File: config.mk
export PLATFORM = sky130hd
export DESIGN_NAME = ctl_read_target
export DESIGN_NICKNAME = d
export VERILOG_FILES = /design/src/rtl/ctl_rd_pkg.sv /design/src/rtl/ctl_spi_edge.sv /design/src/rtl/ctl_reg_bank.sv /design/src/rtl/ctl_rd_seq.sv /design/src/rtl/ctl_read_target.sv
export SDC_FILE = /design/constraint.sdc
export NUM_CORES = 1
export LEC_CHECK = 0
export BUFFER_PORTS_ARGS = -buffer_cell sky130_fd_sc_hd__buf_4
export CORE_MARGIN = 2
export CORE_UTILIZATION = 50
export DETAILED_ROUTE_END_ITERATION = 8
export GPL_TIMING_DRIVEN = 0
export PLACE_DENSITY = 0.65
export SYNTH_ARGS = -nofsm -noshare
export SYNTH_HDL_FRONTEND = slang
export SYNTH_SLANG_ARGS = --single-unit
File: constraint.sdc
create_clock -name clk -period 5.2 [get_ports clk]
set_input_delay 0.52 -clock clk [delete_from_list [all_inputs] [get_ports clk]]
set_output_delay 0.52 -clock clk [all_outputs]
set_load 0.1 [all_outputs]
File: src/rtl/ctl_rd_pkg.sv
package ctl_rd_pkg;
  localparam int WORD_W = 32;
  localparam int ADDR_W = 16;
  localparam int MMS_W  = 4;
  localparam int CNT_W  = 8;   // holds 1..128

  typedef enum logic [1:0] {PH_LEAD, PH_ECHO, PH_DATA} phase_t;

  typedef struct packed {
    logic              is_rd;
    logic [MMS_W-1:0]  mms;
    logic [ADDR_W-1:0] addr;
    logic [CNT_W-1:0]  count;
  } rd_cmd_t;

  // Field positions: 31 data flag, 29 write flag, 27:24 map, 23:8 address, 7:1 count-1
  function automatic rd_cmd_t decode_hdr(input logic [WORD_W-1:0] h);
    rd_cmd_t r;
    r.is_rd = !h[31] && !h[29];
    r.mms   = h[27:24];
    r.addr  = h[23:8];
    r.count = {1'b0, h[7:1]} + 8'd1;
    return r;
  endfunction
endpackage

File: src/rtl/ctl_spi_edge.sv
module ctl_spi_edge (
  input  logic clk,
  input  logic sclk,
  input  logic cs_n,
  output logic rise,
  output logic fall
);
  logic sclk_q;

  always_ff @(posedge clk) begin
    sclk_q <= sclk;
  end

  assign rise = sclk & ~sclk_q & ~cs_n;
  assign fall = ~sclk & sclk_q & ~cs_n;
endmodule

File: src/rtl/ctl_reg_bank.sv
module ctl_reg_bank #(
  parameter int NUM_REGS = 8,
  parameter int WORD_W   = 32,
  parameter int ADDR_W   = 16,
  parameter int MMS_W    = 4,
  parameter logic [MMS_W-1:0] MAP_SEL = '0,
  parameter logic [NUM_REGS*WORD_W-1:0] INIT = '0
) (
  input  logic              clk,
  input  logic              rst,
  input  logic [MMS_W-1:0]  mms,
  input  logic [ADDR_W-1:0] addr,
  output logic [WORD_W-1:0] rd_data
);
  localparam int IDX_W = (NUM_REGS > 1) ? $clog2(NUM_REGS) : 1;
  localparam logic [ADDR_W-1:0] LIMIT = ADDR_W'(NUM_REGS);

  logic [WORD_W-1:0] mem [NUM_REGS];

  for (genvar i = 0; i < NUM_REGS; i++) begin : g_word
    assign mem[i] = INIT[i*WORD_W +: WORD_W];
  end

  logic hit;
  assign hit = (mms == MAP_SEL) && (addr < LIMIT);

  always_ff @(posedge clk) begin
    if (rst)      rd_data <= '0;
    else if (hit) rd_data <= mem[addr[IDX_W-1:0]];
    else          rd_data <= '0;
  end
endmodule

File: src/rtl/ctl_rd_seq.sv
module ctl_rd_seq
  import ctl_rd_pkg::*;
(
  input  logic              clk,
  input  logic              rst,
  input  logic              cs_n,
  input  logic              rise,
  input  logic              fall,
  input  logic              mosi,
  input  logic [WORD_W-1:0] rd_data,
  output logic [MMS_W-1:0]  rd_mms,
  output logic [ADDR_W-1:0] rd_addr,
  output logic              miso
);
  localparam logic [4:0] LAST_BIT = 5'd31;

  phase_t            phase_q;
  logic [4:0]        bit_q;
  logic [30:0]       sh_q;
  logic [WORD_W-1:0] hdr_q;
  logic              is_rd_q;
  logic [MMS_W-1:0]  mms_q;
  logic [ADDR_W-1:0] addr_q;
  logic [CNT_W-1:0]  rem_q;
  logic [WORD_W-1:0] tx_q;
  logic              miso_q;

  rd_cmd_t           cmd_d;
  logic [WORD_W-1:0] nxt_word;
  logic              take_data;

  assign cmd_d     = decode_hdr({sh_q, mosi});
  assign take_data = (phase_q == PH_DATA) && is_rd_q && (rem_q != '0);

  always_comb begin
    nxt_word = '0;
    if (phase_q == PH_ECHO && is_rd_q) nxt_word = hdr_q;
    else if (take_data)                nxt_word = rd_data;
  end

  always_ff @(posedge clk) begin
    if (rst || cs_n) begin
      phase_q <= PH_LEAD;
      bit_q   <= '0;
      sh_q    <= '0;
      hdr_q   <= '0;
      is_rd_q <= 1'b0;
      mms_q   <= '0;
      addr_q  <= '0;
      rem_q   <= '0;
      tx_q    <= '0;
      miso_q  <= 1'b0;
    end else begin
      if (rise) begin
        bit_q <= bit_q + 5'd1;
        if (bit_q == LAST_BIT) begin
          case (phase_q)
            PH_LEAD: phase_q <= PH_ECHO;
            default: phase_q <= PH_DATA;
          endcase
        end
        if (phase_q == PH_LEAD) begin
          if (bit_q == LAST_BIT) begin
            hdr_q   <= {sh_q, mosi};
            is_rd_q <= cmd_d.is_rd;
            mms_q   <= cmd_d.mms;
            addr_q  <= cmd_d.addr;
            rem_q   <= cmd_d.is_rd ? cmd_d.count : '0;
          end else begin
            sh_q <= {sh_q[29:0], mosi};
          end
        end
      end
      if (fall) begin
        if (bit_q == '0) begin
          miso_q <= nxt_word[WORD_W-1];
          tx_q   <= {nxt_word[WORD_W-2:0], 1'b0};
          if (take_data) begin
            rem_q  <= rem_q - 1'b1;
            addr_q <= addr_q + 1'b1;
          end
        end else begin
          miso_q <= tx_q[WORD_W-1];
          tx_q   <= {tx_q[WORD_W-2:0], 1'b0};
        end
      end
    end
  end

  assign rd_mms  = mms_q;
  assign rd_addr = addr_q;
  assign miso    = miso_q;
endmodule

File: src/rtl/ctl_read_target.sv
module ctl_read_target
  import ctl_rd_pkg::*;
#(
  parameter int NUM_REGS = 8,
  parameter logic [MMS_W-1:0] MAP_SEL = '0,
  parameter logic [NUM_REGS*WORD_W-1:0] REG_INIT = {
    32'h7777_0007, 32'h6666_0006, 32'h5555_0005, 32'h4444_0004,
    32'h3333_0003, 32'h2222_0002, 32'h1111_0001, 32'hA5A5_0000}
) (
  input  logic clk,
  input  logic rst,
  input  logic spi_sclk,
  input  logic spi_cs_n,
  input  logic spi_mosi,
  output logic spi_miso
);
  logic              rise, fall;
  logic [MMS_W-1:0]  rd_mms;
  logic [ADDR_W-1:0] rd_addr;
  logic [WORD_W-1:0] rd_data;

  ctl_spi_edge u_edge (
    .clk  (clk),
    .sclk (spi_sclk),
    .cs_n (spi_cs_n),
    .rise (rise),
    .fall (fall)
  );

  ctl_reg_bank #(
    .NUM_REGS (NUM_REGS),
    .WORD_W   (WORD_W),
    .ADDR_W   (ADDR_W),
    .MMS_W    (MMS_W),
    .MAP_SEL  (MAP_SEL),
    .INIT     (REG_INIT)
  ) u_bank (
    .clk     (clk),
    .rst     (rst),
    .mms     (rd_mms),
    .addr    (rd_addr),
    .rd_data (rd_data)
  );

  ctl_rd_seq u_seq (
    .clk     (clk),
    .rst     (rst),
    .cs_n    (spi_cs_n),
    .rise    (rise),
    .fall    (fall),
    .mosi    (spi_mosi),
    .rd_data (rd_data),
    .rd_mms  (rd_mms),
    .rd_addr (rd_addr),
    .miso    (spi_miso)
  );
endmodule

==> results list <==
- The run finished with clean final reports.
- Dominant synthesized flop cell: sky130_fd_sc_hd__dfxtp_1
- Post-CTS setup buffer count: 0
- Synthesis produced a netlist with a net count of 698.
- Actual transition at the worst max-transition pin: 1.11 ns
- Largest voltage drop on the vdd net: 0.000276 V
* Placement Setup Slack: between 2 and 2.5 ns
* Number of flops mapped to enable cells by yosys: 0
* Worst path cell trace: inv_1, ha_1, nor4b_1, a2111oi_4, nor2_1, clkbuf_1, o21ai_0, a31oi_1
- Summed over all instances, the cell type with the most area after synthesis is sky130_fd_sc_hd__dfxtp_1.
- Routed wire per std cell: 17.3 um
* Endpoint kind of the worst setup timing path: flip-flop
- Number of remaining DRC errors: 0
* Top cell types by occurrence after synthesis: sky130_fd_sc_hd__nand2_1, sky130_fd_sc_hd__dfxtp_1, sky130_fd_sc_hd__a21oi_1
- Of the available clock period, the critical path in the final layout requires 0.576.
- Max-slew headroom: 0.248
- LEAKAGE: 0.00210 uW
- Crit path buffers/inverters: 2
- The final number of max-transition violations was 0.
- Total wirelength of the detailed-routed design: 14.8 mm
- Summed over all nets, the switching power comes to roughly 460 uW.
- At the end of routability-driven placement, the weighted congestion stood at 0.870.
* Area Growth Syn to Fin: 13.7%
* Launching point of the worst reg2reg path: u_seq.rem_q[0]
- The core region is 0.0109 mm2.
* Final #Nets: 722
- Library cell with the highest instance count after synthesis: sky130_fd_sc_hd__nand2_1
- Data on the critical path arrives at its endpoint at around 3.4 ns.
* WHS: ~0.13 ns
- Counting distinct cell types in the post-synthesis netlist gives roughly 50.
- Min cycle time layout: approximately 3.0 ns
* Source of the critical timing path: u_seq.rem_q[0]
* ANT cells: 0
- The floorplan step defined a die boundary enclosing approximately 0.012 mm2.
- Num CTS Buffers: 17
- The setup check on the worst reg-to-reg path leaves a slack of 2.21 ns.
* Number of nets with antenna violations after detailed routing: 0
- The mapped netlist covers 0.00562 mm2.
* Clock insertion delay at the later pin of the skew report: 0.53 ns
- Clock Tree Buf Depth: 2
- Setup slack closes at 2.21 ns.
- Counting flops with an async set or reset pin after synthesis yields a share of 0.
- Reg power frac: 0.465
- Global-route wire length before repair: 23.8 mm
- Internal cell power: between 1500 and 2000 uW
- 1st-iter DRT viols: 493
- Worst-path clk slew: about 0.060 ns
- Post-cts sizing count: 0
- Achievable frequency: 334 MHz
- The via count of the first global-routing pass came to 4748.
- In this run the number of H-tree levels came out at 4.
- From left edge to right edge, the die measures 110 um.
* Post-detail-place hpwl: 10.7 mm
* PD cells: 353 mW/mm2
- Measured in cells, the most critical reg-to-reg path has a length of 8.
* Standard-cell row count: 38
- Across the run, the number of max-cap violations was 0.
- Of the total power, the clock network draws 0.506.
- Required time of the critical path: 5.64 ns
* Count of endpoints failing hold in the final timing report: 0
* Slowest CP cell: sky130_fd_sc_hd__nor4b_1
- In this run the clock root is driven by a sky130_fd_sc_hd__clkbuf_8.
* Vias post-DR: 5039
- Number of vias per cell after detailed routing: 5.89
* Number of sinks handled by clock tree synthesis: 135
* Category of the most critical setup path: flip-flop to flip-flop
* Count of hold buffers inserted by post-cts repair: 0
* Die height: approximately 110 um
- For this configuration, the core starts out at a cell density of 0.516.
- Top cells by area in the synthesized netlist: sky130_fd_sc_hd__dfxtp_1, sky130_fd_sc_hd__nand2_1, sky130_fd_sc_hd__a21oi_1
- Of the total power, the share spent switching nets is 0.204.
* Number of antenna violations at the first check in global routing: 0
* Aggregate negative setup slack: 0 ns
- A synthesized cell averages 8.22 um2.
* Setup repair after global routing missed its margin: no
* IO buf count: 5
- Largest fanout of any net on the critical path: 10
* Path length in cells of the critical path: 8
- Entering global routing, the biggest net connects 17 pins.
- In this run the worst setup path terminates at u_seq.rd_addr[15].
- The worst hold path belongs to the class input pin to flip-flop.
- TritonCTS built the clock tree.
- Clock Skew: between 0.006 and 0.007 ns
- The share of total power dissipated in combinational logic is 0.029.
* Top cell family by delay on the critical path: simple AND/OR/NAND/NOR gates
- All-layer global routing usage: 0.261
* # setup viols final: 0
- Post-synthesis register bit count: 135
- The endpoint identified for the worst register-to-register timing path is u_seq.rd_addr[15].
- Before antenna repair, the detailed router went through 5 iterations.
- On the worst path, the slowest cell contributes a delay of slightly below 0.9 ns.
- Ports: 6
- The share of the Yosys chip area taken by registers is 0.481.
* GRT overflow: 0
* Hold path start: spi_sclk
* Fraction of layout cells with a size suffix above 1: 0.0559
- Yosys synthesis warning count: 0
- Fraction of the core area covered by cells at the end of the flow: 0.587
* Number of instances in the synthesized netlist: 683
- The share of synthesized area in the top cell type comes to 0.481.
* Setup crit start kind: flip-flop
==> kinds of logic after synthesis <==
logic type      after synthesis  share of synthesized area
buf+inv                      52                     0.0374
flops                       135                      0.481
fa+ha+maj                    10                     0.0223
simple gates                273                      0.219
compound gates              200                      0.219
xor+xnor                      9                     0.0140
mux                           4                    0.00780
==> metal layers <==
metal | part of all wire | global-route usage | wire (um) | vias up
li1 | - | - | - | 2467
met1 | 0.48 | 0.358 | 7080 | 2405
met2 | 0.45 | 0.403 | 6700 | 148
met3 | 0.054 | 0.0623 | 797 | 19
met4 | 0.012 | 0.0904 | 181 | 0
met5 | 0 | 0 | 0 | -
==> registers in the layout, summed over array words and instances, names as in the netlist <==
signal          cells
u_bank.rd_data      7
u_edge.sclk_q       1
u_seq.bit_q         5
u_seq.hdr_q        29
u_seq.is_rd_q       1
u_seq.miso          1
u_seq.phase_q       2
u_seq.rd_addr      16
u_seq.rd_mms        3
u_seq.rem_q         8
u_seq.sh_q         31
u_seq.tx_q         31
==> worst register-to-register path, cell delays in order, from the launching register on <==
cell and delay [ns]:
sky130_fd_sc_hd__dfxtp_1 0.34, sky130_fd_sc_hd__inv_1 0.09, sky130_fd_sc_hd__ha_1 0.14, sky130_fd_sc_hd__nor4b_1 0.89, sky130_fd_sc_hd__a2111oi_4 0.30, sky130_fd_sc_hd__nor2_1 0.30
sky130_fd_sc_hd__clkbuf_1 0.43, sky130_fd_sc_hd__o21ai_0 0.20, sky130_fd_sc_hd__a31oi_1 0.22
==> stage by stage <==
stage	total power [uW]	area, um2	instances
4_1_cts	2270	6390	855
2_1_floorplan	1110	5620	683
5_1_grt	2320	6390	855
6_report	2250	6390	855
3_3_place_gp	1130	5830	828
3_5_place_dp	1130	5830	828
==> power groups by stage <==
stage	clock network [uW]	registers, uW	logic, uW
final	1140	1050	64.6
after global placement	0	1070	63.3
after detailed placement	0	1070	64.1
after floorplan	0	1070	42.6
after CTS	1150	1050	64.3
after global routing	1200	1050	71.3
==> cells in the final DEF (no fill, tap or decap), types with 3 or more instances in the layout <==
cell and n:
sky130_fd_sc_hd__mux2_2 3, sky130_fd_sc_hd__and2_1 4, sky130_fd_sc_hd__or3_1 4, sky130_fd_sc_hd__nand3_1 10
sky130_fd_sc_hd__a211oi_1 3, sky130_fd_sc_hd__and3_1 9, sky130_fd_sc_hd__ha_1 10, sky130_fd_sc_hd__clkbuf_8 6
sky130_fd_sc_hd__nand2_1 162, sky130_fd_sc_hd__o221ai_1 14, sky130_fd_sc_hd__xor2_1 3, sky130_fd_sc_hd__nand3b_1 4
sky130_fd_sc_hd__and3b_1 3, sky130_fd_sc_hd__a31oi_1 12, sky130_fd_sc_hd__a21oi_1 103, sky130_fd_sc_hd__o21ai_0 31
sky130_fd_sc_hd__buf_4 5, sky130_fd_sc_hd__dfxtp_1 135, sky130_fd_sc_hd__xnor2_1 6, sky130_fd_sc_hd__nand4_1 5
sky130_fd_sc_hd__clkbuf_1 42, sky130_fd_sc_hd__clkbuf_16 16, sky130_fd_sc_hd__nor2_1 41, sky130_fd_sc_hd__nor4_1 8
sky130_fd_sc_hd__o31a_1 3, sky130_fd_sc_hd__inv_1 7, sky130_fd_sc_hd__o21a_1 3, sky130_fd_sc_hd__nor3_1 6
sky130_fd_sc_hd__o211ai_1 3, sky130_fd_sc_hd__a221oi_1 20
==> area by class of cell <==
cell class / instances / area [um2]
fill: 1017 / 4500
multi-input combinational: 496 / 2700
sequential: 135 / 2700
clock buffer: 23 / 487
buffer: 45 / 184
tap: 140 / 175
clock inverter: 4 / 70.1
timing repair buffer: 5 / 37.5
inverter: 7 / 26.3
==> how the worst min path moves through the flow <==
stage | end | slack, ns | cells after the start
global placement | u_seq.hdr_q[18] | 0.45 | 2
detailed placement | u_seq.hdr_q[18] | 0.45 | 2
global route | u_edge.sclk_q | 0.12 | 1
finish | u_edge.sclk_q | 0.13 | 1
floorplan | u_seq.miso | 0.43 | 2
CTS | u_edge.sclk_q | 0.11 | 1
(Power assumes the default switching activity.)
